==> config.mk <==
export PLATFORM = sky130hd
export DESIGN_NAME = pt_walker
export DESIGN_NICKNAME = d
export VERILOG_FILES = /design/src/rtl/pt_walker_pkg.sv /design/src/rtl/pt_entry_check.sv /design/src/rtl/pt_addr_form.sv /design/src/rtl/pt_walker.sv
export SDC_FILE = /design/constraint.sdc
export NUM_CORES = 1
export LEC_CHECK = 0
export ABC_AREA = 1
export ABC_CLOCK_PERIOD_IN_PS = 2100
export BUFFER_PORTS_ARGS = -buffer_cell sky130_fd_sc_hd__buf_4
export CAP_MARGIN = 40
export CELL_PAD_IN_SITES_DETAIL_PLACEMENT = 2
export CELL_PAD_IN_SITES_GLOBAL_PLACEMENT = 2
export CORE_ASPECT_RATIO = 1.2
export CORE_UTILIZATION = 26
export DETAILED_ROUTE_END_ITERATION = 8
export PLACE_DENSITY_LB_ADDON = 0.1
export SLEW_MARGIN = 20
export SYNTH_ARGS = -nofsm -noshare
export SYNTH_HDL_FRONTEND = slang
export SYNTH_SLANG_ARGS = --single-unit
==> constraint.sdc <==
create_clock -name clk -period 2.1 [get_ports clk]
set_clock_uncertainty 0.15 [all_clocks]
set_input_delay 0.315 -clock clk [delete_from_list [all_inputs] [get_ports clk]]
set_output_delay 0.315 -clock clk [all_outputs]
set_load 0.02 [all_outputs]
==> src/rtl/pt_walker_pkg.sv <==
package pt_walker_pkg;

    typedef enum logic [2:0] {
        ST_IDLE,
        ST_RD_DIR,
        ST_WT_DIR,
        ST_RD_LEAF,
        ST_WT_LEAF,
        ST_DONE
    } walk_st_e;

    typedef enum logic [1:0] {
        CAUSE_NONE     = 2'd0,
        CAUSE_INVALID  = 2'd1,
        CAUSE_ABSENT   = 2'd2,
        CAUSE_PROTECT  = 2'd3
    } cause_e;

    localparam int unsigned BIT_PRESENT  = 0;
    localparam int unsigned BIT_WRITABLE = 1;
    localparam int unsigned BIT_RESIDENT = 2;

endpackage

==> src/rtl/pt_entry_check.sv <==
module pt_entry_check
    import pt_walker_pkg::*;
#(
    parameter int unsigned ENTRY_W  = 32,
    parameter int unsigned OFF_BITS = 12,
    parameter bit          IS_LEAF  = 1'b0
) (
    input  logic [ENTRY_W-1:0]          entry,
    input  logic                        is_write,
    output cause_e                      cause,
    output logic [ENTRY_W-OFF_BITS-1:0] frame
);
    assign frame = entry[ENTRY_W-1:OFF_BITS];

    generate
        if (IS_LEAF) begin : g_leaf
            always_comb begin
                if (!entry[BIT_PRESENT]) begin
                    cause = CAUSE_INVALID;
                end else if (!entry[BIT_RESIDENT]) begin
                    cause = CAUSE_ABSENT;
                end else if (is_write && !entry[BIT_WRITABLE]) begin
                    cause = CAUSE_PROTECT;
                end else begin
                    cause = CAUSE_NONE;
                end
            end
        end else begin : g_dir
            logic unused_wr;
            assign unused_wr = is_write;
            always_comb begin
                cause = entry[BIT_PRESENT] ? CAUSE_NONE : CAUSE_INVALID;
            end
        end
    endgenerate

endmodule

==> src/rtl/pt_addr_form.sv <==
module pt_addr_form #(
    parameter int unsigned ADDR_W   = 32,
    parameter int unsigned OFF_BITS = 12,
    parameter int unsigned IDX_BITS = 10,
    parameter int unsigned IDX_LSB  = 12
) (
    input  logic [ADDR_W-OFF_BITS-1:0] frame,
    input  logic [ADDR_W-1:0]          vaddr,
    output logic [ADDR_W-1:0]          addr
);
    localparam int unsigned WORD_SHIFT = 2;

    logic [IDX_BITS-1:0] idx;
    logic [ADDR_W-1:0]   page_base;
    logic [ADDR_W-1:0]   word_off;

    assign idx       = vaddr[IDX_LSB +: IDX_BITS];
    assign page_base = {frame, {OFF_BITS{1'b0}}};
    assign word_off  = ADDR_W'({idx, {WORD_SHIFT{1'b0}}});
    assign addr      = page_base | word_off;

endmodule

==> src/rtl/pt_walker.sv <==
module pt_walker
    import pt_walker_pkg::*;
#(
    parameter int unsigned DIR_BITS  = 10,
    parameter int unsigned LEAF_BITS = 10,
    parameter int unsigned OFF_BITS  = 12,
    parameter int unsigned PC_W      = 32
) (
    input  logic                                  clk,
    input  logic                                  rst_n,
    input  logic                                  base_load,
    input  logic [DIR_BITS+LEAF_BITS+OFF_BITS-1:0] base_value,
    input  logic                                  req_valid,
    output logic                                  req_ready,
    input  logic [DIR_BITS+LEAF_BITS+OFF_BITS-1:0] req_vaddr,
    input  logic                                  req_write,
    input  logic [PC_W-1:0]                       req_pc,
    output logic                                  mem_rd_valid,
    input  logic                                  mem_rd_ready,
    output logic [DIR_BITS+LEAF_BITS+OFF_BITS-1:0] mem_rd_addr,
    input  logic                                  mem_rsp_valid,
    input  logic [DIR_BITS+LEAF_BITS+OFF_BITS-1:0] mem_rsp_data,
    output logic                                  resp_valid,
    output logic [DIR_BITS+LEAF_BITS+OFF_BITS-1:0] resp_paddr,
    output logic                                  resp_fault,
    output logic [1:0]                            resp_cause,
    output logic [PC_W-1:0]                       resp_pc
);
    localparam int unsigned VA_W    = DIR_BITS + LEAF_BITS + OFF_BITS;
    localparam int unsigned FRAME_W = VA_W - OFF_BITS;

    typedef struct packed {
        walk_st_e           st;
        logic [VA_W-1:0]    va;
        logic               wr;
        logic [PC_W-1:0]    pc;
        logic [FRAME_W-1:0] root;
        logic [FRAME_W-1:0] leaf_tbl;
        logic [VA_W-1:0]    pa;
        cause_e             cause;
    } walk_reg_t;

    walk_reg_t r_q, r_d;

    logic [VA_W-1:0]    dir_addr;
    logic [VA_W-1:0]    leaf_addr;
    cause_e             dir_cause;
    cause_e             leaf_cause;
    logic [FRAME_W-1:0] dir_frame;
    logic [FRAME_W-1:0] leaf_frame;

    // Directory word address from the root frame and the top index field.
    pt_addr_form #(
        .ADDR_W  (VA_W),
        .OFF_BITS(OFF_BITS),
        .IDX_BITS(DIR_BITS),
        .IDX_LSB (OFF_BITS + LEAF_BITS)
    ) u_dir_addr (
        .frame(r_q.root),
        .vaddr(r_q.va),
        .addr (dir_addr)
    );

    // Leaf word address from the table frame and the middle index field.
    pt_addr_form #(
        .ADDR_W  (VA_W),
        .OFF_BITS(OFF_BITS),
        .IDX_BITS(LEAF_BITS),
        .IDX_LSB (OFF_BITS)
    ) u_leaf_addr (
        .frame(r_q.leaf_tbl),
        .vaddr(r_q.va),
        .addr (leaf_addr)
    );

    pt_entry_check #(
        .ENTRY_W (VA_W),
        .OFF_BITS(OFF_BITS),
        .IS_LEAF (1'b0)
    ) u_dir_chk (
        .entry   (mem_rsp_data),
        .is_write(r_q.wr),
        .cause   (dir_cause),
        .frame   (dir_frame)
    );

    pt_entry_check #(
        .ENTRY_W (VA_W),
        .OFF_BITS(OFF_BITS),
        .IS_LEAF (1'b1)
    ) u_leaf_chk (
        .entry   (mem_rsp_data),
        .is_write(r_q.wr),
        .cause   (leaf_cause),
        .frame   (leaf_frame)
    );

    always_comb begin
        r_d = r_q;
        unique case (r_q.st)
            ST_IDLE: begin
                if (base_load) begin
                    r_d.root = base_value[VA_W-1:OFF_BITS];
                end
                if (req_valid) begin
                    r_d.va    = req_vaddr;
                    r_d.wr    = req_write;
                    r_d.pc    = req_pc;
                    r_d.pa    = '0;
                    r_d.cause = CAUSE_NONE;
                    r_d.st    = ST_RD_DIR;
                end
            end
            ST_RD_DIR: begin
                if (mem_rd_ready) begin
                    r_d.st = ST_WT_DIR;
                end
            end
            ST_WT_DIR: begin
                if (mem_rsp_valid) begin
                    if (dir_cause != CAUSE_NONE) begin
                        r_d.cause = dir_cause;
                        r_d.st    = ST_DONE;
                    end else begin
                        r_d.leaf_tbl = dir_frame;
                        r_d.st       = ST_RD_LEAF;
                    end
                end
            end
            ST_RD_LEAF: begin
                if (mem_rd_ready) begin
                    r_d.st = ST_WT_LEAF;
                end
            end
            ST_WT_LEAF: begin
                if (mem_rsp_valid) begin
                    r_d.cause = leaf_cause;
                    if (leaf_cause == CAUSE_NONE) begin
                        r_d.pa = {leaf_frame, r_q.va[OFF_BITS-1:0]};
                    end
                    r_d.st = ST_DONE;
                end
            end
            ST_DONE: begin
                r_d.st = ST_IDLE;
            end
            default: begin
                r_d.st = ST_IDLE;
            end
        endcase
    end

    always_ff @(posedge clk) begin
        if (!rst_n) begin
            r_q <= '{st: ST_IDLE, cause: CAUSE_NONE, default: '0};
        end else begin
            r_q <= r_d;
        end
    end

    assign req_ready    = (r_q.st == ST_IDLE);
    assign mem_rd_valid = (r_q.st == ST_RD_DIR) || (r_q.st == ST_RD_LEAF);
    assign mem_rd_addr  = (r_q.st == ST_RD_LEAF) ? leaf_addr : dir_addr;
    assign resp_valid   = (r_q.st == ST_DONE);
    assign resp_paddr   = r_q.pa;
    assign resp_fault   = (r_q.cause != CAUSE_NONE);
    assign resp_cause   = r_q.cause;
    assign resp_pc      = r_q.pc;

    // Views of internal state for the bound checker.
    logic [FRAME_W-1:0]  root_cur;
    logic [OFF_BITS-1:0] va_off_cur;
    assign root_cur   = r_q.root;
    assign va_off_cur = r_q.va[OFF_BITS-1:0];

endmodule

---- After elaboration in Yosys (flattened, before gate mapping) ----
Cells that the tools add are included.
cells by class
  equal/unequal tests ..................... 12
  multiplexer cells ....................... 19
  bitwise logic cells ..................... 3
  reductions and logical operators ........ 15
operator list
  kind                                            count
  2-to-1 mux 34 bit                               2
  2-to-1 mux 68 bit                               1
  2-to-1 mux 32 bit                               2
  bitwise OR 32 x 12 -> 32 bit                    2
  case mux 32 bit (2 select lines)                1
  2-to-1 mux 3 bit                                5
  case mux 3 bit (5 select lines)                 1
  inequality test 2 bit (second input constant)   7
  2-to-1 mux 2 bit                                5
  AND reduction 5 bit                             2
  == test 3 x 2 -> 1 bit (second input constant)  2
  == test 3 bit (second input constant)           2
  case mux 2 bit (3 select lines)                 1
  nonzero test 2 bit                              3
  AND reduction 2 bit                             2
  AND reduction 4 bit                             1
  == test 3 x 1 -> 1 bit (second input constant)  1
  logical NOT 3 bit                               1
  AND reduction 3 bit                             1
  nonzero test 3 bit                              1
  logical NOT 2 bit                               1
  logical AND 1 bit                               1
  logical NOT 1 bit                               1
  logical OR 1 bit                                1
  other kinds (2)                                 2
word-level totals
  flip-flop bits (word level) ............. 142
  output and inout bits ................... 102
  word-level logic and storage cells ...... 57

---- Depth between registers and ports, before layout ----
Gate-level depths: netlist (run 1).
  depth after elaboration ................. 9
  mapped depth ............................ 10

---- Hierarchy ----
From an unflattened synthesis (run 1), not the netlist that was laid out.
unflattened totals
  cells, all modules ...................... 1013
  area, all modules ....................... 7663.6 µm²
by module, submodules not included
  module                        times used  cells an instance  area an instance (µm²)  seq. area each (µm²)
  pt_walker                     1           898                6831.6                  2842.7
  pt_addr_form                  2           33                 244.0                   0.0
  pt_entry_check at u_leaf_chk  1           26                 178.9                   0.0
  pt_entry_check at u_dir_chk   1           23                 165.2                   0.0

---- Worst setup path before layout (run 1) ----
Ideal clock, no wire load.
  kind .................................... register to output
  from .................................... reg r_q[141] (netlist bit)
  to ...................................... out mem_rd_addr[12]
  arrival time ............................ 1.341 ns
  setup slack ............................. 0.294 ns
  stages on the path, launching flop included .. 6
  path buffers ............................ 1
  cells stage by stage .................... dfxtp_1 -> inv_2 -> nand3_2 -> buf_1 -> nor2_1 -> a21oi_1
on the way
  longest elaborated chain between the ends .. 2
ends and longest elaborated chain
  item                    RTL line          RTL
  from (decl)             pt_walker.sv:43   walk_reg_t r_q, r_d;
  from (signal assigned)  pt_walker.sv:157  r_q <= r_d;
  == test 3 x 2 -> 1 bit  pt_walker.sv:163  assign mem_rd_addr = (r_q.st == ST_RD_LEAF) ? leaf_addr : dir_addr;
  2-to-1 mux 32 bit       pt_walker.sv:163
  to (decl)               pt_walker.sv:20   output logic [DIR_BITS+LEAF_BITS+OFF_BITS-1:0] mem_rd_addr,
Every way passes these cells.

---- Worst setup path in the final report (run 1) ----
  from .................................... reg r_q[141] (netlist bit)
  to ...................................... out mem_rd_addr[18]
Same word-level chain as after synthesis.

==> results.py, run 1 <==
metrics = {
    "sta": {
        "hold_violations": 0,
        "drv_slew": 0,
        "fin_crit_ns": 2.04,
        "worstMarginPinSlew_ns": 0.608,
        "min_period_over_period_pct": 97.1,
        "postLayoutSetupSlackWorst_ns": 0.0600,
        "rsz0062_at_grt": "true",
        "setup_viol": 0,
        "fmax_mhz": 490,
        "slew_headroom_pct": 59.4,
    },
    "worst_setup_path": {
        "worstReg2RegEnd": "r_q[36]",
        "critPathCaptureType": "output port",
        "critPathTopFamily": "buffers and inverters",
        "crit_path_cell_trace": "inv_4 -> nand3_4 -> buf_12 -> nor2_1 -> a21oi_2 -> buf_4",
        "worst-r2r-setup-slack_ns": 0.23,
        "reg2reg_from": "r_q[140]",
        "crit_end": "mem_rd_addr[18]",
        "cp_slowest_cell": "dfxtp_2",
        "cpPeakStageDelay_ns": 0.33,
        "crit_start": "r_q[141]",
        "path_buf_inv": 3,
        "cp.depth": 6,
        "critPathMaxFanout": 25,
        "crit_type": "register to output port",
        "required_ns": 1.63,
        "arrival_ns": 1.57,
        "cp-start-kind": "register",
        "reg2reg_depth": 7,
    },
    "synth": {
        "yosys_warnings": 0,
        "ys_seq_area_share_pct": 44.8,
        "synthesis.area_um2": 6350,
        "post_synth_num_cell_types": 21,
        "synth_top_area_cell": "dfxtp_1",
        "synth_flop_cell": "dfxtp_1",
        "yosys-top-cells-area": "dfxtp_1 45%, nand2_1 9.2%, buf_4 8.8%",
        "netlist_instances": 886,
        "async_reset_ff_share_pct": 0,
        "synth-edff-count": 0,
        "ys_seq_elements": 142,
        "syn_area_per_cell_um2": 7.16,
        "yosysTopAreaCellShare_pct": 44.8,
    },
    "layout": {
        "nNetsFinal": 1163,
        "utilization_pct": 36.2,
        "drive_gt1_share_pct": 28.0,
        "diodes": 0,
        "area_delta_synth_final_pct": 36.6,
        "design_area_um2": 8670,
        "nFillCells": 2835,
    },
    "clock_tree": {
        "clk_path_buf_depth": 2,
        "clk_pin_slew_ns": 0.07,
        "clock-root-buffer": "clkbuf_16",
        "htreeDepth": 4,
        "worstSkewPairLatency_ns": 0.41,
        "clkSinkCount": 142,
        "numCtsBuffers": 17,
        "cts_tree": "built",
    },
    "drt": {
        "drc": 0,
        "drt_iter0_drc": 132,
        "vias": 6163,
        "drt_wl_total_um": 21800,
        "first_pass_iters": 4,
        "wl_per_cell_um": 16.0,
        "final_antenna_net_count": 0,
        "vias_per_cell": 4.53,
    },
    "floorplan": {
        "dieArea_um2": 25000,
        "core-area_um2": 24000,
        "initial_core_util_pct": 26.5,
        "io_pins": 237,
        "die_w_um": 145,
        "die_y_um": 173,
        "row_count": 62,
    },
    "outcome": {
        "status": "finished clean",
    },
    "min_path": {
        "min_path_type": "input pin to register",
    },
    "global_routing": {
        "grtUsageTotal_pct": 17.9,
        "gr-total-overflow": 0,
        "grt_pass1_wl_um": 34500,
        "grt_antenna_before_repair": 0,
        "grt_max_degree": 59,
        "grt_pass1_vias": 6647,
    },
    "power_and_ir_drop": {
        "ir_drop_uv": 658,
        "p_per_area_nw_per_um2": 1490,
        "total_power_w": 0.0129,
        "leakage_nw": 3.91,
    },
    "place": {
        "hpwl_um": 15000,
        "post-place-ws_ns": 0.0586,
        "portBuffers": 213,
        "place.gp.congestion": 0.708,
        "placed_cell_area_um2": 7780,
    },
    "job": {
        "max_cap_violations": 0,
    },
}
-- cell usage after synthesis (2+ instances only) --
cell	n
buf_4	74
buf_1	2
buf_2	23
nand3_1	101
a21oi_1	108
buf_6	3
inv_1	40
inv_2	4
dfxtp_1	142
o21ai_0	60
clkbuf_1	28
nor2_1	136
nor2_2	2
nand2_1	155
nor2_4	2
-- layer usage --
layer	vias to the layer above	routed length (um)	global-route usage (%)	part of all wire (%)
met4	0	210	4.56	0.97
li1	3061	-	-	-
met3	13	1220	5.40	5.6
met1	2971	8780	20.0	40
met2	118	11500	32.4	53
met5	-	0	0	0
-- stage by stage --
stage / hold slack (ns) / std cells / TNS, ns
6_report: 0.0214 / 1359 / 0
5_1_grt: 0.00220 / 1359 / -0.0947
4_1_cts: 0.00000638 / 1356 / 0
3_5_place_dp: 0.294 / 1307 / 0
3_3_place_gp: 0.285 / 1307 / 0
2_1_floorplan: 0.275 / 887 / 0
-- timing repair --
| action | 4_1_cts | 5_1_grt |
|---|---|---|
| setup buffers | 0 | 3 |
| endpoints found under the setup margin | 31 | 20 |
| hold buffers | 18 | 0 |
| gates resized for setup | 17 | 11 |
| pin swaps | 0 | 2 |
| endpoints found under the hold margin | 18 | 0 |
| cloned | 1 | 0 |
-- registers in the layout (all words and copies together) (netlist names) --
register / cells
r_q: 56
resp_paddr: 32
resp_pc: 32
root_cur: 20
resp_cause: 2
-- layout by cell type (no fill, tap or decap), types with 2 or more instances in the layout --
| master | synthesis | layout |
|---|---|---|
| dfxtp_1 | 142 | 139 |
| nand3_1 | 101 | 100 |
| inv_6 | 0 | 4 |
| inv_2 | 4 | 5 |
| nor2_2 | 2 | 7 |
| inv_1 | 40 | 38 |
| buf_12 | 0 | 9 |
| clkbuf_16 | 0 | 17 |
| dfxtp_4 | 0 | 2 |
| o21ai_1 | 0 | 7 |
| clkinvlp_4 | 0 | 2 |
| o21ai_0 | 60 | 53 |
| a21oi_4 | 1 | 2 |
| bufinv_16 | 0 | 3 |
| nor2_4 | 2 | 2 |
| buf_4 | 74 | 223 |
| nand2_1 | 155 | 155 |
| a21oi_1 | 108 | 103 |
| dlygate4sd3_1 | 0 | 18 |
| nor2_1 | 136 | 131 |
| clkinv_2 | 0 | 2 |
| conb_1 | 1 | 2 |
| a21oi_2 | 0 | 4 |
-- final cells by class --
class                           count  area, um2  area share (%)
Sequential cell                   142       2850            32.9
Tap cell                          320        400            4.62
Clock buffer                       18        439            5.07
Inverter                           44        168            1.93
Timing Repair Buffer              252       2070            23.9
Multi-Input combinational cell    571       2580            29.7
Clock inverter                     12        159            1.83
-- worst min path at each step --
| stage | startpoint | endpoint | slack (ns) | cells past startpoint |
|---|---|---|---|---|
| 3_3_place_gp | r_q[119] | r_q[119] | 0.29 | 2 |
| 2_1_floorplan | r_q[124] | r_q[124] | 0.27 | 2 |
| 4_1_cts | req_pc[23] | resp_pc[23] | 0.000006 | 3 |
| 5_1_grt | req_pc[5] | resp_pc[5] | 0.002 | 3 |
| 6_report | req_pc[8] | resp_pc[8] | 0.02 | 3 |
| 3_5_place_dp | r_q[119] | r_q[119] | 0.29 | 2 |
-- report_power, final --
| group | switching (W) | total, W | leakage, nW | internal, W |
|---|---|---|---|---|
| Sequential | 0.000381 | 0.00380 | 1.17 | 0.00342 |
| Combinational | 0.00364 | 0.00597 | 2.45 | 0.00233 |
| Clock | 0.00124 | 0.00314 | 0.289 | 0.00190 |
| Total | 0.00526 | 0.0129 | 3.91 | 0.00764 |
-- cell families after synthesis --
family,count (synthesis),share of synthesized area [%]
simple gates,400,26.2
flops,142,44.8
buf+inv,174,15.5
other cells,1,0.0591
compound gates,169,13.5
-- worst reg2reg max path, stage by stage, from the launching register on --
cell	delay, ns
dfxtp_4	0.40
inv_2	0.05
nor2_1	0.13
nand3_1	0.18
nor2_1	0.22
inv_1	0.31
nor2_1	0.24
nor2_1	0.07
No activity file was read; power rests on OpenSTA's default activity.
==> run 2, diff against run 1 <==
--- a/config.mk
+++ b/config.mk
@@ -11,7 +11,8 @@
 export CAP_MARGIN = 40
 export CELL_PAD_IN_SITES_DETAIL_PLACEMENT = 2
 export CELL_PAD_IN_SITES_GLOBAL_PLACEMENT = 2
-export CORE_ASPECT_RATIO = 1.2
+export CORE_ASPECT_RATIO = 0.6
+export CORE_MARGIN = 4
 export CORE_UTILIZATION = 26
 export DETAILED_ROUTE_END_ITERATION = 8
 export PLACE_DENSITY_LB_ADDON = 0.1
==> run 2 against run 1 <==
Hold slack barely moved. Clock power rose by 8.9%. Sequential power barely moved. Highest routed layer is now met5. Register-to-register slack got worse by 0.11 ns. Worst setup slack got worse by 0.027 ns. Routed wire length rose by 14%.
==> results.py, run 2 (synthesized netlist as in run 1, its figures left out) <==
metrics = {
    "layout": {
        "drive_gt1_share_pct": 28.4,
        "final_common_cell": "buf_4",
        "design_area_um2": 9160,
        "diodes": 0,
        "regMostFlops": "r_q",
        "instances_no_fill": 1398,
        "nFillCells": 2732,
        "mostFrequentLayoutCells": "230 x buf_4, 155 x nand2_1, 139 x dfxtp_1, 130 x nor2_1, 100 x nand3_1",
        "nNetsFinal": 1205,
        "largest_reg_flops": 56,
        "regArea_um2": 2850,
        "multi_input_area_um2": 2630,
        "area_delta_synth_final_pct": 44.3,
        "utilization_pct": 38.9,
    },
    "clock_tree": {
        "clock-root-buffer": "clkbuf_16",
        "numCtsBuffers": 17,
        "worstSkewPairLatency_ns": 0.42,
        "htreeDepth": 4,
        "clk_path_buf_depth": 2,
        "clkSinkCount": 142,
        "clk_pin_slew_ns": 0.06,
        "cts_tree": "built",
    },
    "floorplan": {
        "row_count": 43,
        "io_pins": 237,
        "initial_core_util_pct": 26.9,
        "die_w_um": 210,
        "core-area_um2": 23600,
        "die_y_um": 129,
        "dieArea_um2": 27100,
    },
    "sta": {
        "slew_headroom_pct": 58.6,
        "drv_slew": 0,
        "rsz0062_at_grt": "true",
        "min_period_over_period_pct": 98.4,
        "fin_crit_ns": 2.07,
        "fmax_mhz": 484,
        "setup_viol": 0,
        "worstMarginPinSlew_ns": 0.621,
        "setup_tns_ns": 0,
        "hold_violations": 0,
    },
    "drt": {
        "first_pass_iters": 4,
        "vias_per_cell": 4.53,
        "wl_per_cell_um": 17.8,
        "vias": 6338,
        "drt_iter0_drc": 190,
        "final_antenna_net_count": 0,
        "drt_wl_total_um": 24900,
        "drc": 0,
    },
    "place": {
        "placed_cell_area_um2": 7780,
        "portBuffers": 213,
        "hpwl_um": 17100,
        "place.gp.congestion": 0.748,
        "placedCellCount": 1306,
    },
    "power_and_ir_drop": {
        "p_per_area_nw_per_um2": 1480,
        "total_power_w": 0.0136,
        "leakage_nw": 4.11,
        "ir_drop_uv": 604,
    },
    "min_path": {
        "min-delay-start": "base_value[14]",
        "hold_end": "root_cur[2]",
        "hold_path_depth": 3,
        "min_path_type": "input pin to register",
    },
    "global_routing": {
        "grt_pass1_vias": 6741,
        "grt_max_degree": 56,
        "grtUsageTotal_pct": 18.2,
        "grt_antenna_before_repair": 1,
        "grt_pass1_wl_um": 38600,
        "gr-total-overflow": 0,
    },
    "worst_setup_path": {
        "critPathCaptureType": "output port",
        "critPathTopFamily": "flip-flops",
        "worst-r2r-setup-slack_ns": 0.12,
        "reg2reg_depth": 10,
        "cpPeakStageDelay_ns": 0.38,
        "cp_slowest_cell": "dfxtp_4",
        "cp-start-kind": "register",
        "worstReg2RegEnd": "resp_paddr[6]",
        "arrival_ns": 1.60,
        "crit_path_cell_trace": "nand3_4 -> buf_12 -> nor2_1 -> a21oi_1 -> buf_4",
        "reg2reg_from": "r_q[139]",
        "path_buf_inv": 2,
        "required_ns": 1.63,
        "critPathMaxFanout": 21,
        "cp.depth": 5,
        "crit_type": "register to output port",
    },
    "outcome": {
        "status": "finished clean",
    },
    "job": {
        "max_cap_violations": 0,
    },
}
run 2: cell types whose count changed in the layout (fill, tap and decap cells not counted), sizes merged:
cell	before	now
buf	234	240
clkbuf	18	19
dlygate4sd3	18	52
clkinv	3	4
clkinvlp	2	5
bufinv	3	5
inv	48	45
run 2: worst max path at each step:
| stage | from | to | slack, ns |
|---|---|---|---|
| floorplan | r_q[141] | mem_rd_addr[12] | 0.29 |
| finish | r_q[139] | mem_rd_addr[17] | 0.03 |
| global route | r_q[140] | mem_rd_addr[17] | -0.04 |
| detailed placement | r_q[140] | resp_paddr[7] | 0.12 |
| CTS | r_q[141] | mem_rd_addr[28] | -0.003 |
| global placement | r_q[140] | resp_paddr[17] | 0.19 |
run 2: layout make-up:
cell class | instances | area share [%]
tap | 315 | 4.30
sequential | 142 | 31.1
timing repair buffer | 292 | 26.7
multi-input combinational | 571 | 28.7
inverter | 44 | 1.87
clock inverter | 13 | 2.30
clock buffer | 19 | 4.84
timing repair inverter | 2 | 0.164
run 2: worst reg2reg max path, delay by kind of cell (launching register included):
kind	cells	cell delay (ns)
flip-flops	1	0.37
AND/OR/NAND/NOR	6	0.80
buffers and inverters	4	0.57
run 2: routing by layer:
layer	share of wire (%)	GRT usage [%]	vias up
met4	1.2	4.83	2
li1	-	-	3152
met3	6.2	6.22	21
met5	0.080	0	-
met2	42	26.9	109
met1	50	25.6	3054
run 2: timing repair:
action	CTS	global route
gates cloned	1	2
gates resized for setup	22	18
endpoints found under the setup margin	31	49
buffers inserted	4	1
hold endpoints to repair	52	0
pin swaps	1	1
hold buffers	52	0
run 2: per-stage QoR:
step,setup WS (ns),hold slack (ns)
2_1_floorplan,0.294,0.275
3_3_place_gp,0.190,0.292
3_5_place_dp,0.124,0.294
4_1_cts,-0.00287,0.000551
5_1_grt,-0.0400,0.00374
6_report,0.0330,0.0216
run 2: power breakdown:
group	total (W)	internal (W)	switching [W]
logic	0.00635	0.00242	0.00393
registers	0.00379	0.00342	0.000379
clock network	0.00342	0.00215	0.00127
==> run 3, diff against run 2 <==
--- a/config.mk
+++ b/config.mk
@@ -6,14 +6,14 @@
 export NUM_CORES = 1
 export LEC_CHECK = 0
 export ABC_AREA = 1
-export ABC_CLOCK_PERIOD_IN_PS = 2100
+export ABC_CLOCK_PERIOD_IN_PS = 1800
 export BUFFER_PORTS_ARGS = -buffer_cell sky130_fd_sc_hd__buf_4
 export CAP_MARGIN = 40
 export CELL_PAD_IN_SITES_DETAIL_PLACEMENT = 2
 export CELL_PAD_IN_SITES_GLOBAL_PLACEMENT = 2
 export CORE_ASPECT_RATIO = 0.6
 export CORE_MARGIN = 4
-export CORE_UTILIZATION = 26
+export CORE_UTILIZATION = 23
 export DETAILED_ROUTE_END_ITERATION = 8
 export PLACE_DENSITY_LB_ADDON = 0.1
 export SLEW_MARGIN = 20
==> constraint.sdc (replaced) <==
create_clock -name clk -period 1.8 [get_ports clk]
set_clock_uncertainty 0.15 [all_clocks]
set_input_delay 0.27 -clock clk [delete_from_list [all_inputs] [get_ports clk]]
set_output_delay 0.27 -clock clk [all_outputs]
set_load 0.02 [all_outputs]
==> run 3 against run 2 <==
Critical path type unchanged. The run now ends with setup timing left. Sequential share of layout area fell by 7.4 points. Routed wire length rose by 27%. Cell area rose by 31%.
==> results.py, run 3 (synthesized netlist as in run 1, its figures left out) <==
metrics = {
    "global_routing": {
        "grt-busiest-layer": "met2",
        "grtUsageMet2_pct": 28.9,
        "grt_max_degree": 56,
        "grt_antenna_before_repair": 3,
        "grt_pass1_vias": 7373,
        "gr-total-overflow": 0,
        "gr-usage-met3_pct": 4.57,
        "gr-usage-met1_pct": 25.7,
        "grt_pass1_wl_um": 43600,
        "grtUsageTotal_pct": 18.6,
    },
    "worst_setup_path": {
        "cp.depth": 5,
        "critPathMaxFanout": 10,
        "cp_slowest_cell": "dfxtp_4",
        "worst-r2r-setup-slack_ns": -0.06,
        "required_ns": 1.38,
        "critPathCaptureType": "output port",
        "crit_path_cell_trace": "nand3_4 -> bufbuf_16 -> nor2_2 -> a21oi_4 -> buf_6",
        "arrival_ns": 1.65,
        "cpPeakStageDelay_ns": 0.37,
        "cp-start-kind": "register",
        "crit_type": "register to output port",
        "path_buf_inv": 2,
        "reg2reg_depth": 12,
        "critPathTopFamily": "buffers and inverters",
    },
    "drt": {
        "vias_per_cell": 4.48,
        "drt_wl_total_um": 31700,
        "wl_per_cell_um": 20.3,
        "vias": 7000,
        "drc": 0,
        "final_antenna_net_count": 0,
        "drt_iter0_drc": 284,
        "first_pass_iters": 4,
    },
    "power_and_ir_drop": {
        "clock_power_share_pct": 18.5,
        "power_switching_w": 0.00823,
        "swShare_pct": 41.1,
        "ir_drop_uv": 634,
        "p_comb_share_pct": 59.0,
        "seq_power_share_pct": 22.5,
        "leakage_nw": 5.01,
        "p_int_w": 0.0118,
        "p_per_area_nw_per_um2": 1670,
    },
    "clock_tree": {
        "numCtsBuffers": 17,
        "worstSkewPairLatency_ns": 0.45,
        "clkSinkCount": 142,
        "clk_pin_slew_ns": 0.06,
        "cts_tree": "built",
        "clk_path_buf_depth": 2,
        "clock-root-buffer": "clkbuf_16",
        "htreeDepth": 4,
    },
    "sta": {
        "hold_violations": 0,
        "setup_viol": 103,
        "fmax_mhz": 482,
        "postLayoutSetupSlackWorst_ns": -0.274,
        "min_period_over_period_pct": 115,
        "fin_crit_ns": 2.07,
        "slew_headroom_pct": 39.8,
        "rsz0062_at_grt": "true",
        "drv_slew": 0,
        "worstMarginPinSlew_ns": 0.903,
    },
    "place": {
        "placed_cell_area_um2": 8050,
        "place.gp.congestion": 0.753,
        "portBuffers": 213,
        "hpwl_um": 17900,
        "post-place-ws_ns": -0.114,
    },
    "layout": {
        "drive_gt1_share_pct": 45.5,
        "mostFrequentLayoutCells": "208 x buf_4, 143 x nand2_1, 139 x dfxtp_1, 106 x dlygate4sd3_1, 85 x nor2_1",
        "final_common_cell": "buf_4",
        "largest_reg_flops": 56,
        "area_delta_synth_final_pct": 89.4,
        "design_area_um2": 12000,
        "nNetsFinal": 1320,
        "regMostFlops": "r_q",
    },
    "floorplan": {
        "initial_core_util_pct": 23.7,
        "dieArea_um2": 30400,
        "die_w_um": 222,
        "row_count": 46,
        "io_pins": 237,
        "die_y_um": 137,
        "core-area_um2": 26800,
    },
    "outcome": {
        "violations": "setup timing",
        "status": "complete, but fails checks",
    },
    "job": {
        "max_cap_violations": 0,
    },
    "min_path": {
        "hold_path_depth": 6,
        "min_path_type": "input pin to register",
    },
}
[run 3: metal layers]
metal	share of wire (%)	vias up
met1	47	3422
met4	1.3	2
li1	-	3414
met5	0.041	-
met3	4.5	30
met2	47	132
[run 3: final timing paths]
check / start / to
max: r_q[139] / mem_rd_addr[15]
min: mem_rsp_data[2] / resp_cause[1]
min reg2reg: r_q[133] / r_q[133]
max reg2reg: r_q[140] / r_q[53]
[run 3: worst register-to-register path, stage by stage (launching register included)]
cell and delay (ns):
dfxtp_4 0.37, buf_6 0.11, buf_6 0.10, inv_4 0.03, buf_6 0.11, nor2_4 0.08
nand3_2 0.10, nor2_4 0.19, buf_12 0.14, buf_6 0.11, clkbuf_16 0.15, o21ai_2 0.05
nor2_1 0.11
[run 3: cell type report]
type / instances / area (um2)
well taps: 360 / 450
multi-input cells: 571 / 3740
fillers: 2874 / 14700
clock buffers: 25 / 475
repair buffers: 409 / 4200
inverters: 44 / 180
flip-flops and latches: 142 / 2850
clock inverters: 7 / 110
diodes: 3 / 7.51
[run 3: power groups by stage]
stage	sequential (W)	clock, W	combinational, W
2_1_floorplan	0.00432	0	0.00508
3_3_place_gp	0.00446	0	0.00733
3_5_place_dp	0.00449	0	0.00744
4_1_cts	0.00444	0.00377	0.00881
5_1_grt	0.00462	0.00396	0.0128
6_report	0.00451	0.00371	0.0118
[run 3: through the flow]
stage	hold slack, ns	setup TNS [ns]	total power [W]	utilization, %	cells
final	0.115	-8.85	0.0200	44.9	1561
after global routing	0.126	-21.00	0.0214	44.9	1560
after CTS	0.0567	-8.80	0.0170	38.8	1529
after detailed placement	0.299	-0.503	0.0119	30.1	1375
after global placement	0.290	-0.160	0.0118	30.1	1375
after floorplan	0.255	0	0.00940	-	887
[run 3: timing repair]
action,CTS,global route
setup buffers,10,18
hold buffers,105,1
setup endpoints to repair,41,145
gates resized for setup,137,293
hold endpoints to repair,105,1
gates cloned,7,13
pin swaps,15,72
